### config.mk
export PLATFORM = sky130hd
export DESIGN_NAME = relay_cmd_decoder
export DESIGN_NICKNAME = d
export VERILOG_FILES = /design/src/rtl/relay_dec_pkg.sv /design/src/rtl/relay_upper_regs.sv /design/src/rtl/relay_local_resp.sv /design/src/rtl/relay_cmd_decoder.sv
export SDC_FILE = /design/constraint.sdc
export NUM_CORES = 1
export LEC_CHECK = 0
export BUFFER_PORTS_ARGS = -buffer_cell sky130_fd_sc_hd__buf_2
export CAP_MARGIN = 20
export CORE_MARGIN = 10
export CORE_UTILIZATION = 51
export DETAILED_ROUTE_END_ITERATION = 10
export GPL_TIMING_DRIVEN = 1
export PLACE_DENSITY = 0.75
export SETUP_SLACK_MARGIN = 0.2
export SLEW_MARGIN = 15
export SYNTH_ARGS = -nofsm -noshare
export SYNTH_HDL_FRONTEND = slang
export SYNTH_SLANG_ARGS = --single-unit
### constraint.sdc
create_clock -name clk -period 3.5 [get_ports clk]
set_input_delay 0 -clock clk [delete_from_list [all_inputs] [get_ports clk]]
set_output_delay 0 -clock clk [all_outputs]
set_load 0.01 [all_outputs]
### src/rtl/relay_dec_pkg.sv
package relay_dec_pkg;

    localparam int BYTE_W = 8;

    localparam logic [BYTE_W-1:0] LOW_UB3    = 8'h2A;
    localparam logic [BYTE_W-1:0] LOW_UB2    = 8'h2B;
    localparam logic [BYTE_W-1:0] LOW_UB1    = 8'h2C;
    localparam logic [BYTE_W-1:0] LOW_SPARE  = 8'h2D;
    localparam logic [BYTE_W-1:0] LOW_ID     = 8'h00;
    localparam logic [BYTE_W-1:0] LOW_HWVER  = 8'h12;
    localparam logic [BYTE_W-1:0] LOW_FWVER  = 8'h13;
    localparam logic [BYTE_W-1:0] LOW_PORTAL = 8'h3F;

    typedef struct packed {
        logic              busy;
        logic              start;
        logic              rsp_v;
        logic [BYTE_W-1:0] rsp_d;
        logic              rsp_e;
        logic              wr;
        logic [BYTE_W-1:0] low;
        logic [BYTE_W-1:0] wd;
    } ctl_t;

    function automatic logic is_reserved(input logic [BYTE_W-1:0] a);
        return (a == LOW_UB3) || (a == LOW_UB2) || (a == LOW_UB1) || (a == LOW_SPARE);
    endfunction

endpackage

### src/rtl/relay_upper_regs.sv
module relay_upper_regs
    import relay_dec_pkg::*;
#(
    parameter int NUM_BYTES = 3
) (
    input  logic                        clk,
    input  logic                        rst_n,
    input  logic [NUM_BYTES-1:0]        ld_sel,
    input  logic [BYTE_W-1:0]           ld_byte,
    output logic [NUM_BYTES*BYTE_W-1:0] upper,
    output logic                        upper_zero
);

    for (genvar g = 0; g < NUM_BYTES; g++) begin : g_byte
        logic [BYTE_W-1:0] b_d, b_q;

        always_comb begin
            b_d = b_q;
            if (ld_sel[g]) b_d = ld_byte;
        end

        always_ff @(posedge clk) begin
            if (!rst_n) b_q <= '0;
            else        b_q <= b_d;
        end

        assign upper[g*BYTE_W +: BYTE_W] = b_q;
    end

    assign upper_zero = ~|upper;

endmodule

### src/rtl/relay_local_resp.sv
module relay_local_resp
    import relay_dec_pkg::*;
#(
    parameter logic [BYTE_W-1:0] HW_ID  = 8'd87,
    parameter logic [BYTE_W-1:0] HW_VER = 8'd3,
    parameter logic [BYTE_W-1:0] FW_VER = 8'd4
) (
    input  logic              clk,
    input  logic              rst_n,
    input  logic [BYTE_W-1:0] low,
    input  logic              upper_zero,
    input  logic              step,
    output logic              hit,
    output logic [BYTE_W-1:0] rdata
);

    logic [BYTE_W-1:0] ramp_d, ramp_q;

    always_comb begin
        hit   = 1'b0;
        rdata = '0;
        if (upper_zero) begin
            unique case (low)
                LOW_ID:     begin hit = 1'b1; rdata = HW_ID;  end
                LOW_HWVER:  begin hit = 1'b1; rdata = HW_VER; end
                LOW_FWVER:  begin hit = 1'b1; rdata = FW_VER; end
                LOW_PORTAL: begin hit = 1'b1; rdata = ramp_q; end
                default:    begin hit = 1'b0; rdata = '0;     end
            endcase
        end
    end

    always_comb begin
        ramp_d = ramp_q;
        if (step) ramp_d = ramp_q + 1'b1;
    end

    always_ff @(posedge clk) begin
        if (!rst_n) ramp_q <= '0;
        else        ramp_q <= ramp_d;
    end

endmodule

### src/rtl/relay_cmd_decoder.sv
module relay_cmd_decoder
    import relay_dec_pkg::*;
#(
    parameter int                NUM_UPPER = 3,
    parameter logic [BYTE_W-1:0] HW_ID     = 8'd87,
    parameter logic [BYTE_W-1:0] HW_VER    = 8'd3,
    parameter logic [BYTE_W-1:0] FW_VER    = 8'd4,
    localparam int               AW        = BYTE_W * (NUM_UPPER + 1)
) (
    input  logic              clk,
    input  logic              rst_n,
    input  logic              cmd_valid,
    input  logic              cmd_write,
    input  logic [BYTE_W-1:0] cmd_addr,
    input  logic [BYTE_W-1:0] cmd_wdata,
    output logic              cmd_busy,
    output logic              rsp_valid,
    output logic [BYTE_W-1:0] rsp_rdata,
    output logic              rsp_err,
    output logic              eng_start,
    output logic              eng_write,
    output logic [AW-1:0]     eng_addr,
    output logic [BYTE_W-1:0] eng_wdata,
    input  logic              eng_done,
    input  logic [BYTE_W-1:0] eng_rdata,
    input  logic              eng_berr
);

    ctl_t s_d, s_q;

    logic                        accept;
    logic                        icpt;
    logic                        local_rd;
    logic                        loc_hit;
    logic [BYTE_W-1:0]           loc_rdata;
    logic                        ramp_step;
    logic [NUM_UPPER-1:0]        ld_sel;
    logic [NUM_UPPER*BYTE_W-1:0] upper;
    logic                        upper_zero;

    assign accept    = cmd_valid & ~s_q.busy;
    assign icpt      = cmd_write & is_reserved(cmd_addr);
    assign local_rd  = ~cmd_write & loc_hit;
    assign ramp_step = accept & local_rd & (cmd_addr == LOW_PORTAL);

    // Byte index g+1 of the bus address is loaded from reserved address 0x2C - g.
    for (genvar g = 0; g < NUM_UPPER; g++) begin : g_sel
        assign ld_sel[g] = accept & cmd_write & (cmd_addr == LOW_UB1 - BYTE_W'(g));
    end

    relay_upper_regs #(
        .NUM_BYTES (NUM_UPPER)
    ) upper_i (
        .clk        (clk),
        .rst_n      (rst_n),
        .ld_sel     (ld_sel),
        .ld_byte    (cmd_wdata),
        .upper      (upper),
        .upper_zero (upper_zero)
    );

    relay_local_resp #(
        .HW_ID  (HW_ID),
        .HW_VER (HW_VER),
        .FW_VER (FW_VER)
    ) local_i (
        .clk        (clk),
        .rst_n      (rst_n),
        .low        (cmd_addr),
        .upper_zero (upper_zero),
        .step       (ramp_step),
        .hit        (loc_hit),
        .rdata      (loc_rdata)
    );

    always_comb begin
        s_d       = s_q;
        s_d.start = 1'b0;
        s_d.rsp_v = 1'b0;
        if (s_q.busy) begin
            if (eng_done) begin
                s_d.busy  = 1'b0;
                s_d.rsp_v = 1'b1;
                s_d.rsp_d = eng_rdata;
                s_d.rsp_e = eng_berr;
            end
        end else if (accept) begin
            if (icpt) begin
                s_d.rsp_v = 1'b1;
                s_d.rsp_d = '0;
                s_d.rsp_e = 1'b0;
            end else if (local_rd) begin
                s_d.rsp_v = 1'b1;
                s_d.rsp_d = loc_rdata;
                s_d.rsp_e = 1'b0;
            end else begin
                s_d.busy  = 1'b1;
                s_d.start = 1'b1;
                s_d.wr    = cmd_write;
                s_d.low   = cmd_addr;
                s_d.wd    = cmd_wdata;
            end
        end
    end

    always_ff @(posedge clk) begin
        if (!rst_n) s_q <= '0;
        else        s_q <= s_d;
    end

    assign cmd_busy  = s_q.busy;
    assign rsp_valid = s_q.rsp_v;
    assign rsp_rdata = s_q.rsp_d;
    assign rsp_err   = s_q.rsp_e;
    assign eng_start = s_q.start;
    assign eng_write = s_q.wr;
    assign eng_addr  = {upper, s_q.low};
    assign eng_wdata = s_q.wd;

endmodule

== Yosys cells after proc, flatten, opt, wreduce, memory -nomap -nowiden ==
Cells that the tools add are included.

* Flip-flop bits (word level): 61
* Word-level logic and storage cells: 62
* Output and inout port bits: 53
* Bits of input ports: 30

* Equal/unequal tests: 8
* Bitwise logic cells: 15
* Add/sub/neg operators: 1
* Reductions and logical operators: 11
* Mux-type cells: 15

{| class="wikitable"
|+ Operators by type and width
! cell !! count
|-
| 8-bit by 6-bit == test with 1-bit output (second input constant) || 5
|-
| 10-bit two-way mux || 4
|-
| 17-bit two-way mux || 2
|-
| 8-bit case mux with 4 select lines || 1
|-
| 29-bit two-way mux || 1
|-
| 24-bit OR reduction || 1
|-
| 8-bit by 5-bit == test with 1-bit output (second input constant) || 2
|-
| 1-bit bitwise AND || 9
|-
| 8-bit by 1-bit adder with 8-bit output (second input constant) || 1
|-
| 8-bit zero test || 1
|-
| 8-bit two-way mux || 1
|-
| 4-bit OR reduction || 2
|-
| 1-bit NOT || 6
|-
| 1-bit two-way mux || 4
|-
| 2-bit two-way mux || 2
|-
| 4-bit AND reduction || 1
|-
| 1-bit logical OR || 3
|-
| 3-bit AND reduction || 1
|-
| 3-bit nonzero test || 1
|-
| 2-bit inequality test (second input constant) || 1
|-
| 2-bit nonzero test || 1
|}

== Depth between registers and ports, before layout ==
* Word-level depth: 9
* Depth in mapped cells: 8
* Mapped depth without buffers: 5

== Modules after synthesis ==
A second synthesis with hierarchy kept.

* Cells, all modules: 295
* Area total of the unflattened synthesis: 2793.9 sq um

{| class="wikitable"
|+ Modules (own cells, without submodules)
! module !! instances !! area an instance (sq um) !! sequential area each (sq um) !! cells each
|-
| relay_cmd_decoder || 1 || 1337.5 || 580.6 || 144
|-
| relay_upper_regs || 1 || 958.4 || 480.5 || 86
|-
| relay_local_resp || 1 || 498.0 || 160.2 || 65
|}

== Worst setup path before layout ==
No wires, ideal clock.

* Kind: register to register
* Start point: register upper_i.g_byte[2].b_q[6]
* End point: register local_i.ramp_q[7]
* Data required time: 3.430 ns
* Data arrival time: 2.395 ns
* Path slack: 1.035 ns
* Library setup time: 0.070 ns
* Cell stages (with the launch flop): 6
* Buffers on the path: 0
* Clock period less this slack: 2.465 ns
* Cells stage by stage: dfxtp_1 or4_1 or3_4 or4b_4 or4_1 a21oi_1

* Longest elaborated chain between the ends: 5

{| class="wikitable"
|+ RTL lines
! element !! RTL line !! source
|-
| start: declaration || relay_upper_regs.sv:15 || <nowiki>logic [BYTE_W-1:0] b_d, b_q;</nowiki>
|-
| start signal: assignment || relay_upper_regs.sv:23 || <nowiki>if (!rst_n) b_q <= '0;</nowiki>
|-
| start signal: assignment || relay_upper_regs.sv:24 || <nowiki>else b_q <= b_d;</nowiki>
|-
| 24-bit OR reduction || relay_upper_regs.sv:30 || <nowiki>assign upper_zero = ~|upper;</nowiki>
|-
| 1-bit two-way mux || relay_local_resp.sv:22 || <nowiki>if (upper_zero) begin</nowiki>
|-
| 1-bit bitwise AND || relay_cmd_decoder.sv:43 || <nowiki>assign local_rd = ~cmd_write & loc_hit;</nowiki>
|-
| 1-bit bitwise AND (2 in a row) || relay_cmd_decoder.sv:44 || <nowiki>assign ramp_step = accept & local_rd & (cmd_addr == LOW_PORTAL);</nowiki>
|-
| end signal: assignment || relay_local_resp.sv:40 || <nowiki>else ramp_q <= ramp_d;</nowiki>
|-
| end: declaration || relay_local_resp.sv:17 || <nowiki>logic [BYTE_W-1:0] ramp_d, ramp_q;</nowiki>
|}

Every way passes these cells.
A chain may end at the register's enable or synchronous reset.

== Worst setup path in the final report ==
* Start point: register upper_i.g_byte[2].b_q[6]
* End point: register s_q, in the netlist rsp_rdata[6]

* Longest elaborated chain between the ends: 6
* Elaborated cells between the ends (all ways): 10
* Classes of those cells: mux (6); bitwise (1); reduce/logical (3)

{| class="wikitable"
|+ RTL lines
! element !! RTL line !! source
|-
| 24-bit OR reduction * || relay_upper_regs.sv:30 ||
|-
| 8-bit two-way mux || relay_local_resp.sv:22 ||
|-
| 10-bit two-way mux || relay_cmd_decoder.sv:92 || <nowiki>end else if (local_rd) begin</nowiki>
|-
| 10-bit two-way mux || relay_cmd_decoder.sv:88 || <nowiki>if (icpt) begin</nowiki>
|-
| 29-bit two-way mux || relay_cmd_decoder.sv:87 || <nowiki>end else if (accept) begin</nowiki>
|-
| 10-bit two-way mux || relay_cmd_decoder.sv:80 || <nowiki>if (s_q.busy) begin</nowiki>
|-
| end signal: assignment || relay_cmd_decoder.sv:107 || <nowiki>if (!rst_n) s_q <= '0;</nowiki>
|-
| end signal: assignment || relay_cmd_decoder.sv:108 || <nowiki>else s_q <= s_d;</nowiki>
|-
| end: declaration || relay_cmd_decoder.sv:29 || <nowiki>ctl_t s_d, s_q;</nowiki>
|}

Every way passes the cells marked *; elsewhere a longest branch is shown, timed or not. The select of a mux whose other input is x is not followed.

==> reports/metrics.cfg <==
[clocking]
cts-root-buf = clkbuf_8
hold_buffers = 17
clkSinkCount = 61
clk_latency_ns = 0.33
htreeDepth = 3
ctsResizeCount = 0
cts_made_buffers = 9
cts_tree = built
clk_pin_slew_ns = 0.06
cts_setup_buffers = 0
cts_buffer_depth = 2

[place]
place_inst = 448
place_ws_ns = 0.9148
io_buffers = 82
hpwl_microns = 5823
gp_congestion = 0.8873
placed_area_sq_mm = 0.003176

[sta]
drv_slew = 0
hold_slack_ns = 0.001907
fin_setup_tns_ns = 0
slew-limit-headroom = 0.5338
finalSetupViolations = 0
setup_slack_ns = 0.9370
post-route-period-util = 0.7323
hold_viol_final = 0
fin_skew_ns = 0.009217
rsz0062_at_grt = no
worstMarginPinSlew_ns = 0.6961
min_period_ns = 2.563
timing.fmax_ghz = 0.3902

[finish]
fin_nets = 438
area_growth_pct = 30.16
final_common_cell = buf_2
antenna_cells = 0
fin_area_sq_mm = 0.003526
final_cells = 480
fill_cells = 452
layout-drive-gt1-share = 0.2634
postLayoutCoreUtil = 0.6860
layout_common_cells = buf_2, dfxtp_1, nor2_1, a21oi_1, mux2i_1

[detailed_routing]
post_drt_wl_per_cell_microns = 16.83
vias_per_cell = 5.581
routed.top_layer = met4
wl_met1_microns = 3324
postRouteAntennaNets = 0
dr.pass1.iters = 5
routed_wl_microns = 8079
drc = 0
drtIter0Drc = 210
wl_met3_microns = 651
dr_wl_met2_microns = 4030
vias = 2679

[die]
die_w_microns = 92.88
die_h_microns = 92.88
coreArea_sq_mm = 0.005140
pin_count = 83
rows = 26
dieArea_sq_mm = 0.008627
start_util = 0.5270

[synthesis]
yosys-top-cells-area = dfxtp_1, mux2i_1, a21oi_1
yosysTopAreaCell = dfxtp_1
synth_fp_nets = 342
synth_cells = 311
ys_async_sr_fraction = 0
ys_types = 44
ys.warnings.count = 0
netlist.area_leader.share = 0.4508
synth-seq-cells = 61
synth_area_sq_mm = 0.002709
synth_seq_area_share = 0.4508
avgSynthCellArea_sq_um = 8.710
yosys_most_used_dff = dfxtp_1
synth_edf_count = 0

[worst_setup_path]
startpoint = upper_i.g_byte[2].b_q[6]
endpoint = rsp_rdata[6]
crit_fanout = 23
rr_startpoint = upper_i.g_byte[2].b_q[6]
cp.arrival_ns = 2.74
required_ns = 3.68
r2r_setup_slack_ns = 0.94
cp-start-kind = register
critPathCaptureType = register
timing.rr.end = rsp_rdata[6]
crit_type = reg2reg
worst-r2r-cell-count = 5

[power_and_ir_drop]
power_density_mw_per_mm2 = 402.5
intPower_mw = 1.068
max-vdd-ir-drop_mv = 0.2955
clockPowerShare = 0.379
seqPwrFrac = 0.510
comb_power_share = 0.111
power_leakage_nw = 1.588
switching_share = 0.2476
p_sw_uw = 351.4
p_total_mw = 1.419

[global_routing]
grt_antenna_before_repair = 0
grt.total_usage = 0.1834
grt_pass1_wl_microns = 12940
grt_start_max_net_pins = 37
grt_pass1_vias = 2669
overflow = 0

[min_path]
holdCritPathClass = in2reg

[job]
drv_cap = 0

[outcome]
status = finished, final reports clean

-- cells by family (layout without fill, tap and decap cells) --
| family | after synthesis | after routing | synth area share |
|---|---|---|---|
| flops | 61 | 61 | 0.4508 |
| buf+inv | 23 | 122 | 0.03187 |
| fa+ha+maj | 1 | 1 | 0.004618 |
| mux | 25 | 25 | 0.09238 |
| xor+xnor | 4 | 4 | 0.01294 |
| simple gates | 120 | 120 | 0.2356 |
| compound gates | 77 | 77 | 0.1718 |
-- registers in the layout, summed over array words and instances, names as in the netlist --
register,cells
rsp_valid,1
eng_write,1
rsp_err,1
cmd_busy,1
eng_start,1
eng_wdata,8
eng_addr,8
local_i.ramp_q,8
upper_i.g_byte.b_q,24
rsp_rdata,8
-- critical path, stage by stage, from the launching register on --
cell     delay (ns)
dfxtp_1        0.32
or4_1          0.57
or3_4          0.41
a211o_2        0.44
a31oi_1        0.55
o22ai_1        0.14
-- synthesized netlist by cell type (2+ instances only) --
master	count
dfxtp_1	61
nor2_1	34
a21oi_1	26
mux2i_1	25
nand3_1	23
clkbuf_1	20
o21ai_0	20
nand2_1	19
nor4_1	9
and4_1	6
a21o_1	4
a22oi_1	4
a31oi_1	4
and3_1	4
o22ai_1	4
and2_1	3
and4b_1	3
inv_1	3
nand4_1	3
nor3_1	3
or4_1	3
xnor2_1	3
a31o_2	2
a32oi_1	2
nor2b_1	2
nor4bb_1	2
o31ai_1	2
-- layer usage --
layer,global-route usage,vias up
li1,-,1336
met1,0.2056,1243
met2,0.3137,92
met3,0.06215,8
met4,0.06941,0
met5,0,-
-- area by class of cell --
| type | instances | area, sq um | share of cell area |
|---|---|---|---|
| Multi-Input combinational cell | 227 | 1408 | 0.3992 |
| Sequential cell | 61 | 1221 | 0.3463 |
| Timing Repair Buffer | 105 | 633.1 | 0.1796 |
| Clock buffer | 12 | 155.1 | 0.04400 |
| Tap cell | 70 | 87.58 | 0.02484 |
| Inverter | 3 | 11.26 | 0.003194 |
| Clock inverter | 2 | 10.01 | 0.002839 |
-- power by group through the flow --
stage | Clock (mW) | Combinational [mW] | Sequential [mW]
after floorplan | 0 | 0.0673 | 0.749
after global placement | 0 | 0.139 | 0.739
after global routing | 0.576 | 0.174 | 0.726
after CTS | 0.546 | 0.155 | 0.724
after detailed placement | 0 | 0.140 | 0.739
final | 0.538 | 0.157 | 0.724
-- worst min path at each step --
stage                            start                       end  cells past startpoint
final                         eng_berr                   rsp_err                      3
after global routing          eng_berr                   rsp_err                      3
after CTS                     eng_berr                   rsp_err                      3
after detailed placement   cmd_addr[3]               eng_addr[3]                      3
after global placement    cmd_wdata[0]  upper_i.g_byte[2].b_q[0]                      3
after floorplan           cmd_wdata[0]  upper_i.g_byte[0].b_q[0]                      2
(Power assumes the default switching activity.)
